--- src/rtl/rs_track_pkg.sv ---
package rs_track_pkg;
  typedef enum logic [1:0] {
    CAUSE_NONE   = 2'd0,
    CAUSE_LOCAL  = 2'd1,
    CAUSE_REMOTE = 2'd2,
    CAUSE_TRAP   = 2'd3
  } cause_e;
endpackage

--- src/rtl/rs_tag_array.sv ---
module rs_tag_array #(
  parameter int NUM_LINES = 16,
  parameter int LINE_W    = 4,
  parameter int SEQ_W     = 8,
  parameter int TID_W     = 1
) (
  input  logic              clk,
  input  logic              rst_n,
  input  logic              ld_en,
  input  logic [LINE_W-1:0] ld_line,
  input  logic [SEQ_W-1:0]  ld_stamp,
  input  logic [TID_W-1:0]  ld_owner,
  input  logic              dsp_en,
  input  logic [LINE_W-1:0] dsp_line,
  output logic              dsp_live,
  output logic [SEQ_W-1:0]  dsp_stamp,
  output logic [TID_W-1:0]  dsp_owner
);
  logic [NUM_LINES-1:0]            live_all;
  logic [NUM_LINES-1:0][SEQ_W-1:0] stamp_all;
  logic [NUM_LINES-1:0][TID_W-1:0] owner_all;

  for (genvar i = 0; i < NUM_LINES; i++) begin : g_line
    localparam logic [LINE_W-1:0] IDX = LINE_W'(i);
    logic             live_r;
    logic [SEQ_W-1:0] stamp_r;
    logic [TID_W-1:0] owner_r;
    logic             ld_sel;
    logic             dsp_sel;

    assign ld_sel  = ld_en && (ld_line == IDX);
    assign dsp_sel = dsp_en && (dsp_line == IDX);

    // a load on the same line wins over the displacement clear
    always_ff @(posedge clk or negedge rst_n) begin
      if (!rst_n) begin
        live_r  <= 1'b0;
        stamp_r <= '0;
        owner_r <= '0;
      end else if (ld_sel) begin
        live_r  <= 1'b1;
        stamp_r <= ld_stamp;
        owner_r <= ld_owner;
      end else if (dsp_sel) begin
        live_r  <= 1'b0;
      end
    end

    assign live_all[i]  = live_r;
    assign stamp_all[i] = stamp_r;
    assign owner_all[i] = owner_r;
  end

  // pre-update view of the displaced line
  assign dsp_live  = live_all[dsp_line];
  assign dsp_stamp = stamp_all[dsp_line];
  assign dsp_owner = owner_all[dsp_line];
endmodule

--- src/rtl/rs_seq_file.sv ---
module rs_seq_file #(
  parameter int NUM_THREADS = 2,
  parameter int TID_W       = 1,
  parameter int SEQ_W       = 8
) (
  input  logic                              clk,
  input  logic                              rst_n,
  input  logic                              wr_en,
  input  logic [TID_W-1:0]                  wr_tid,
  input  logic [SEQ_W-1:0]                  wr_data,
  output logic [NUM_THREADS-1:0][SEQ_W-1:0] seq_all
);
  for (genvar t = 0; t < NUM_THREADS; t++) begin : g_thr
    localparam logic [TID_W-1:0] TID = TID_W'(t);
    logic [SEQ_W-1:0] seq_r;

    always_ff @(posedge clk or negedge rst_n) begin
      if (!rst_n)                         seq_r <= '0;
      else if (wr_en && (wr_tid == TID))  seq_r <= wr_data;
    end

    assign seq_all[t] = seq_r;
  end
endmodule

--- src/rtl/rs_intf_unit.sv ---
module rs_intf_unit
  import rs_track_pkg::*;
#(
  parameter int CNT_W = 64
) (
  input  logic             clk,
  input  logic             rst_n,
  input  logic             disp_hit,
  input  logic             disp_remote,
  input  logic             trap,
  input  logic             irq_en,
  output logic [CNT_W-1:0] cnt_q,
  output logic [1:0]       cause_q,
  output logic             irq_q
);
  logic [1:0] step;
  cause_e     cause_nx;

  always_comb begin
    step = {1'b0, disp_hit} + {1'b0, trap};
    if (trap)             cause_nx = CAUSE_TRAP;
    else if (disp_remote) cause_nx = CAUSE_REMOTE;
    else                  cause_nx = CAUSE_LOCAL;
  end

  always_ff @(posedge clk or negedge rst_n) begin
    if (!rst_n) begin
      cnt_q   <= '0;
      cause_q <= CAUSE_NONE;
      irq_q   <= 1'b0;
    end else begin
      irq_q <= irq_en && (step != 2'd0);
      if (step != 2'd0) begin
        cnt_q   <= cnt_q + CNT_W'(step);
        cause_q <= cause_nx;
      end
    end
  end
endmodule

--- src/rtl/rs_track_top.sv ---
module rs_track_top #(
  parameter int NUM_LINES   = 16,
  parameter int NUM_THREADS = 2,
  parameter int SEQ_W       = 8,
  parameter int CNT_W       = 64,
  parameter int LINE_W      = $clog2(NUM_LINES),
  parameter int TID_W       = (NUM_THREADS > 1) ? $clog2(NUM_THREADS) : 1
) (
  input  logic                   clk,
  input  logic                   rst_n,
  input  logic                   ld_valid,
  input  logic [LINE_W-1:0]      ld_line,
  input  logic [TID_W-1:0]       ld_tid,
  input  logic                   dsp_valid,
  input  logic [LINE_W-1:0]      dsp_line,
  input  logic                   dsp_remote,
  input  logic                   trap_valid,
  input  logic [TID_W-1:0]       trap_tid,
  input  logic                   seq_wr_en,
  input  logic [TID_W-1:0]       seq_wr_tid,
  input  logic [SEQ_W-1:0]       seq_wr_data,
  input  logic [TID_W-1:0]       rd_tid,
  output logic [SEQ_W-1:0]       rd_seq,
  output logic [CNT_W-1:0]       rd_intf,
  output logic [1:0]             rd_cause,
  input  logic                   irq_en,
  output logic [NUM_THREADS-1:0] irq_pulse
);
  logic [NUM_THREADS-1:0][SEQ_W-1:0] seq_all;
  logic [NUM_THREADS-1:0][CNT_W-1:0] cnt_all;
  logic [NUM_THREADS-1:0][1:0]       cause_all;
  logic              dsp_live;
  logic [SEQ_W-1:0]  dsp_stamp;
  logic [TID_W-1:0]  dsp_owner;
  logic [SEQ_W-1:0]  owner_seq;
  logic              dsp_match;

  rs_seq_file #(
    .NUM_THREADS(NUM_THREADS), .TID_W(TID_W), .SEQ_W(SEQ_W)
  ) u_seq (
    .clk(clk), .rst_n(rst_n),
    .wr_en(seq_wr_en), .wr_tid(seq_wr_tid), .wr_data(seq_wr_data),
    .seq_all(seq_all)
  );

  rs_tag_array #(
    .NUM_LINES(NUM_LINES), .LINE_W(LINE_W), .SEQ_W(SEQ_W), .TID_W(TID_W)
  ) u_tags (
    .clk(clk), .rst_n(rst_n),
    .ld_en(ld_valid), .ld_line(ld_line),
    .ld_stamp(seq_all[ld_tid]), .ld_owner(ld_tid),
    .dsp_en(dsp_valid), .dsp_line(dsp_line),
    .dsp_live(dsp_live), .dsp_stamp(dsp_stamp), .dsp_owner(dsp_owner)
  );

  assign owner_seq = seq_all[dsp_owner];
  assign dsp_match = dsp_valid && dsp_live && (dsp_stamp == owner_seq);

  for (genvar t = 0; t < NUM_THREADS; t++) begin : g_thr
    localparam logic [TID_W-1:0] TID = TID_W'(t);
    logic hit_t;
    logic trap_t;

    assign hit_t  = dsp_match && (dsp_owner == TID);
    assign trap_t = trap_valid && (trap_tid == TID);

    rs_intf_unit #(.CNT_W(CNT_W)) u_cnt (
      .clk(clk), .rst_n(rst_n),
      .disp_hit(hit_t), .disp_remote(dsp_remote),
      .trap(trap_t), .irq_en(irq_en),
      .cnt_q(cnt_all[t]), .cause_q(cause_all[t]), .irq_q(irq_pulse[t])
    );
  end

  assign rd_seq   = seq_all[rd_tid];
  assign rd_intf  = cnt_all[rd_tid];
  assign rd_cause = cause_all[rd_tid];
endmodule

--- config.mk ---
export PLATFORM = sky130hd
export DESIGN_NAME = rs_track_top
export DESIGN_NICKNAME = d
export VERILOG_FILES = /design/src/rtl/rs_track_pkg.sv /design/src/rtl/rs_tag_array.sv /design/src/rtl/rs_seq_file.sv /design/src/rtl/rs_intf_unit.sv /design/src/rtl/rs_track_top.sv
export SDC_FILE = /design/constraint.sdc
export NUM_CORES = 1
export LEC_CHECK = 0
export CORE_ASPECT_RATIO = 0.6
export CORE_MARGIN = 4
export CORE_UTILIZATION = 45
export CTS_CLUSTER_DIAMETER = 100
export CTS_CLUSTER_SIZE = 25
export DETAILED_ROUTE_END_ITERATION = 7
export HOLD_SLACK_MARGIN = 0.08
export PLACE_DENSITY = 0.6
export SLEW_MARGIN = 30
export SYNTH_ARGS = -nofsm -noshare
export SYNTH_HDL_FRONTEND = slang
export SYNTH_SLANG_ARGS = --single-unit
--- constraint.sdc ---
create_clock -name clk -period 6.5 [get_ports clk]
set_input_delay 1.3 -clock clk [delete_from_list [all_inputs] [get_ports clk]]
set_output_delay 1.3 -clock clk [all_outputs]
set_load 0.05 [all_outputs]
==> results.sh <==
export IMPL_numCtsBuffers=16
export IMPL_fmax_ghz=0.169
export IMPL_hold_viol=0
export IMPL_drtAntennaViolNets=0
export IMPL_cts_root_buf="clkbuf_16"
export IMPL_tns_ns=0
export IMPL_gp_routability_congestion=0.819
export IMPL_drtPass1Iterations=5
export IMPL_crit_arrival_ns=6.35
export IMPL_die_x_um=243
export IMPL_cp_start_kind="input pin"
export IMPL_fillers=2915
export IMPL_yosysMostFrequentCell="dfrtp_1"
export IMPL_grt_remaining_overflow=0
export IMPL_postSynthNetCount=1361
export IMPL_yosysWarnings=0
export IMPL_r2r_cells=16
export IMPL_htreeDepth=1
export IMPL_drt_iter0_drc=790
export IMPL_synth_edff_count=0
export IMPL_grt_use_total_pct=20.6
export IMPL_maxCapViolations=0
export IMPL_worst_pin_slew_ns=0.917
export IMPL_worstSkewPairLatency_ns=0.52
export IMPL_regArea_mm2=0.00776
export IMPL_setup_viol=0
export IMPL_start_util_pct=45.8
export IMPL_ys_types=43
export IMPL_fp_dieH_um=149
export IMPL_vias=10000
export IMPL_status="completed"
export IMPL_crit_start="dsp_line[3]"
export IMPL_cp_end_kind="flop"
export IMPL_setup_worst_path_end="g_thr[1].u_cnt.cnt_q[56]"
export IMPL_r2r_start="u_tags.g_line[15].owner_r"
export IMPL_synth_common_cells="dfrtp_1, nand2_1, nor2_1, xnor2_1, mux2_2"
export IMPL_yosysSeqAreaShare_pct=52.2
export IMPL_area_growth_pct=13.9
export IMPL_num_io_pins=104
export IMPL_grt_start_max_net_pins=128
export IMPL_drive_gt1_share_pct=15.5
export IMPL_crit_type="input pin to flop"
export IMPL_peakVddDrop_mv=0.147
export IMPL_avgSynthCellArea_um2=11.2
export IMPL_clock_sinks=310
export IMPL_grt_pass1_vias=9761
export IMPL_r2r_slack_ns=1.69
export IMPL_cts_tree="built"
export IMPL_period_share_pct=90.9
export IMPL_synthCells=1323
export IMPL_drv_slew=0
export IMPL_port_buffers=103
export IMPL_synth_top_cell_by_area="dfrtp_1"
export IMPL_remaining_drc_errors=0
export IMPL_post_cts_buffers=0
export IMPL_timing_final_crit_period_ns=5.91
export IMPL_placedInstanceArea_mm2=0.0164
export IMPL_multi_input_area_mm2=0.00677
export IMPL_coreArea_mm2=0.0325
export IMPL_final_area_mm2=0.0169
export IMPL_ctsResizeCount=0
export IMPL_p_leak_nw=7.25
export IMPL_antenna_found_initial=3
export IMPL_wl_per_cell_um=20.2
export IMPL_syn_area_mm2=0.0149
export IMPL_ctsHoldBuffers=0
export IMPL_p_per_area_mw_per_mm2=263
export IMPL_rsz0062_at_grt="false"
export IMPL_synth_top_area_share_pct=52.2
export IMPL_ys_ff_latch=310
export IMPL_drt_wl_total_um=37100
export IMPL_row_count=51
export IMPL_required_ns=6.94
export IMPL_path_clk_slew_ns=0.10
export IMPL_cts_buffer_depth=3
export IMPL_finalNetCount=1444
export IMPL_async_flop_share_pct=100
export IMPL_cp_max_fo=11
export IMPL_slew_limit_headroom_pct=38.3
export IMPL_yosys_top_cells_area="dfrtp_1, mux2_2, mux4_2"
export IMPL_vias_per_cell=5.47
export IMPL_min_path_type="flop to flop"
export IMPL_dieArea_mm2=0.0361
export IMPL_skew_ns=0.0231
export IMPL_reg2reg_to="g_thr[1].u_cnt.cnt_q[56]"
export IMPL_grt_pass1_wl_um=58500
export IMPL_place_hpwl_um=26300
export IMPL_synth_ff_type="dfrtp_1"
per-layer routing:
layer | vias to the layer above | wire [µm] | track usage (%)
met4 | 0 | 367 | 2.88
met2 | 212 | 14200 | 27.0
li1 | 4760 | - | -
met1 | 5019 | 20500 | 35.6
met3 | 25 | 1990 | 3.59
met5 | - | 0 | 0
cell usage in the layout (no fill, tap or decap), types with 3 or more instances in the layout:
cell type        netlist  final
a21oi_1               82     82
and2_1                13     13
and3_1                27     27
and3b_1                4      4
and4_1                12     12
buf_12                 0      3
buf_4                  5     30
clkbuf_16              0     17
clkdlybuf4s50_1        0     99
dfrtp_1              310    310
ha_1                   8      8
inv_1                 16     16
mux2_2               104    104
mux2i_1               21     18
mux2i_4                0      3
mux4_2                45     45
nand2_1              131    131
nand2b_1              14     14
nand3_1               47     47
nand3b_1               4      4
nand4_1               32     32
nor2_1               119    118
nor2b_1                5      5
nor3_1                 7      7
nor3_2                 3      3
nor3b_1                3      3
nor4_1                 5      5
o21ai_0               86     86
o22ai_1                4      4
or3_1                  4      4
xnor2_1              105    105
xor2_1                28     28
metrics by stage:
step / power [mW] / worst slack, ns / util (%) / instances / hold slack (ns)
after CTS: 4.49 / 0.659 / 52.0 / 1829 / 0.477
after detailed placement: 3.38 / 0.135 / 50.6 / 1811 / 0.463
after global placement: 3.35 / 0.319 / 50.5 / 1810 / 0.457
after global routing: 4.70 / 0.237 / 52.1 / 1832 / 0.506
final: 4.46 / 0.592 / 52.1 / 1832 / 0.471
after floorplan: 3.04 / 0.665 / - / 1323 / 0.440
worst min-delay path by stage:
stage | startpoint | end | slack [ns] | cells past startpoint
3_3_place_gp | g_thr[1].u_cnt.cnt_q[63] | g_thr[1].u_cnt.cnt_q[63] | 0.46 | 1
2_1_floorplan | g_thr[1].u_cnt.cnt_q[63] | g_thr[1].u_cnt.cnt_q[63] | 0.44 | 1
3_5_place_dp | g_thr[0].u_cnt.cnt_q[52] | g_thr[0].u_cnt.cnt_q[52] | 0.46 | 1
4_1_cts | g_thr[1].u_cnt.cnt_q[63] | g_thr[1].u_cnt.cnt_q[63] | 0.48 | 1
5_1_grt | g_thr[0].u_cnt.cnt_q[52] | g_thr[0].u_cnt.cnt_q[52] | 0.51 | 1
6_report | g_thr[1].u_cnt.cnt_q[63] | g_thr[1].u_cnt.cnt_q[63] | 0.47 | 1
cell families (layout without fill, tap and decap cells):
| group | count (synthesis) | after routing | share of synthesized area (%) |
|---|---|---|---|
| AO/OA/AOI/OAI | 173 | 173 | 5.88 |
| XOR/XNOR | 133 | 133 | 7.84 |
| adder cells (fa/ha/maj) | 10 | 10 | 0.943 |
| buffers and inverters | 88 | 171 | 2.52 |
| flip-flops | 310 | 310 | 52.2 |
| multiplexers | 171 | 171 | 16.2 |
| other | 0 | 2 | 0 |
| AND/OR/NAND/NOR | 438 | 438 | 14.4 |
critical path: stages:
cell and delay [ns]:
clkdlybuf4s50_1 0.46, buf_4 0.22, mux2i_1 0.12, mux4_2 0.58
mux2i_2 0.43, mux2i_1 0.30, xnor2_1 0.09, nor4_1 0.47
and4_1 0.29, ha_1 0.14, ha_1 0.15, inv_1 0.05
fa_1 0.38, nor3b_1 0.36, and2_1 0.39, and2_1 0.28
and3_1 0.19, xor2_1 0.15
layout make-up:
type	count	area share (%)
timing repair buffer	137	8.01
clock buffer	17	2.51
antenna	2	0.0296
tap	424	3.13
clock inverter	1	0.0961
sequential	310	45.8
inverter	16	0.355
multi-input combinational	925	40.0
sequential cells by signal, indices dropped and copies added, names as in the netlist:
signal                 cells
u_tags.g_line.owner_r     16
u_tags.g_line.live_r      16
u_seq.g_thr.seq_r         16
g_thr.u_cnt.irq_q          2
g_thr.u_cnt.cause_q        4
g_thr.u_cnt.cnt_q        128
u_tags.g_line.stamp_r    128
power breakdown:
part           switching, mW  internal [mW]  total (mW)
sequential             0.180           2.22        2.40
combinational          0.514          0.435       0.948
clock                  0.633          0.478        1.11
total                   1.33           3.13        4.46
(Power assumes the default switching activity.)
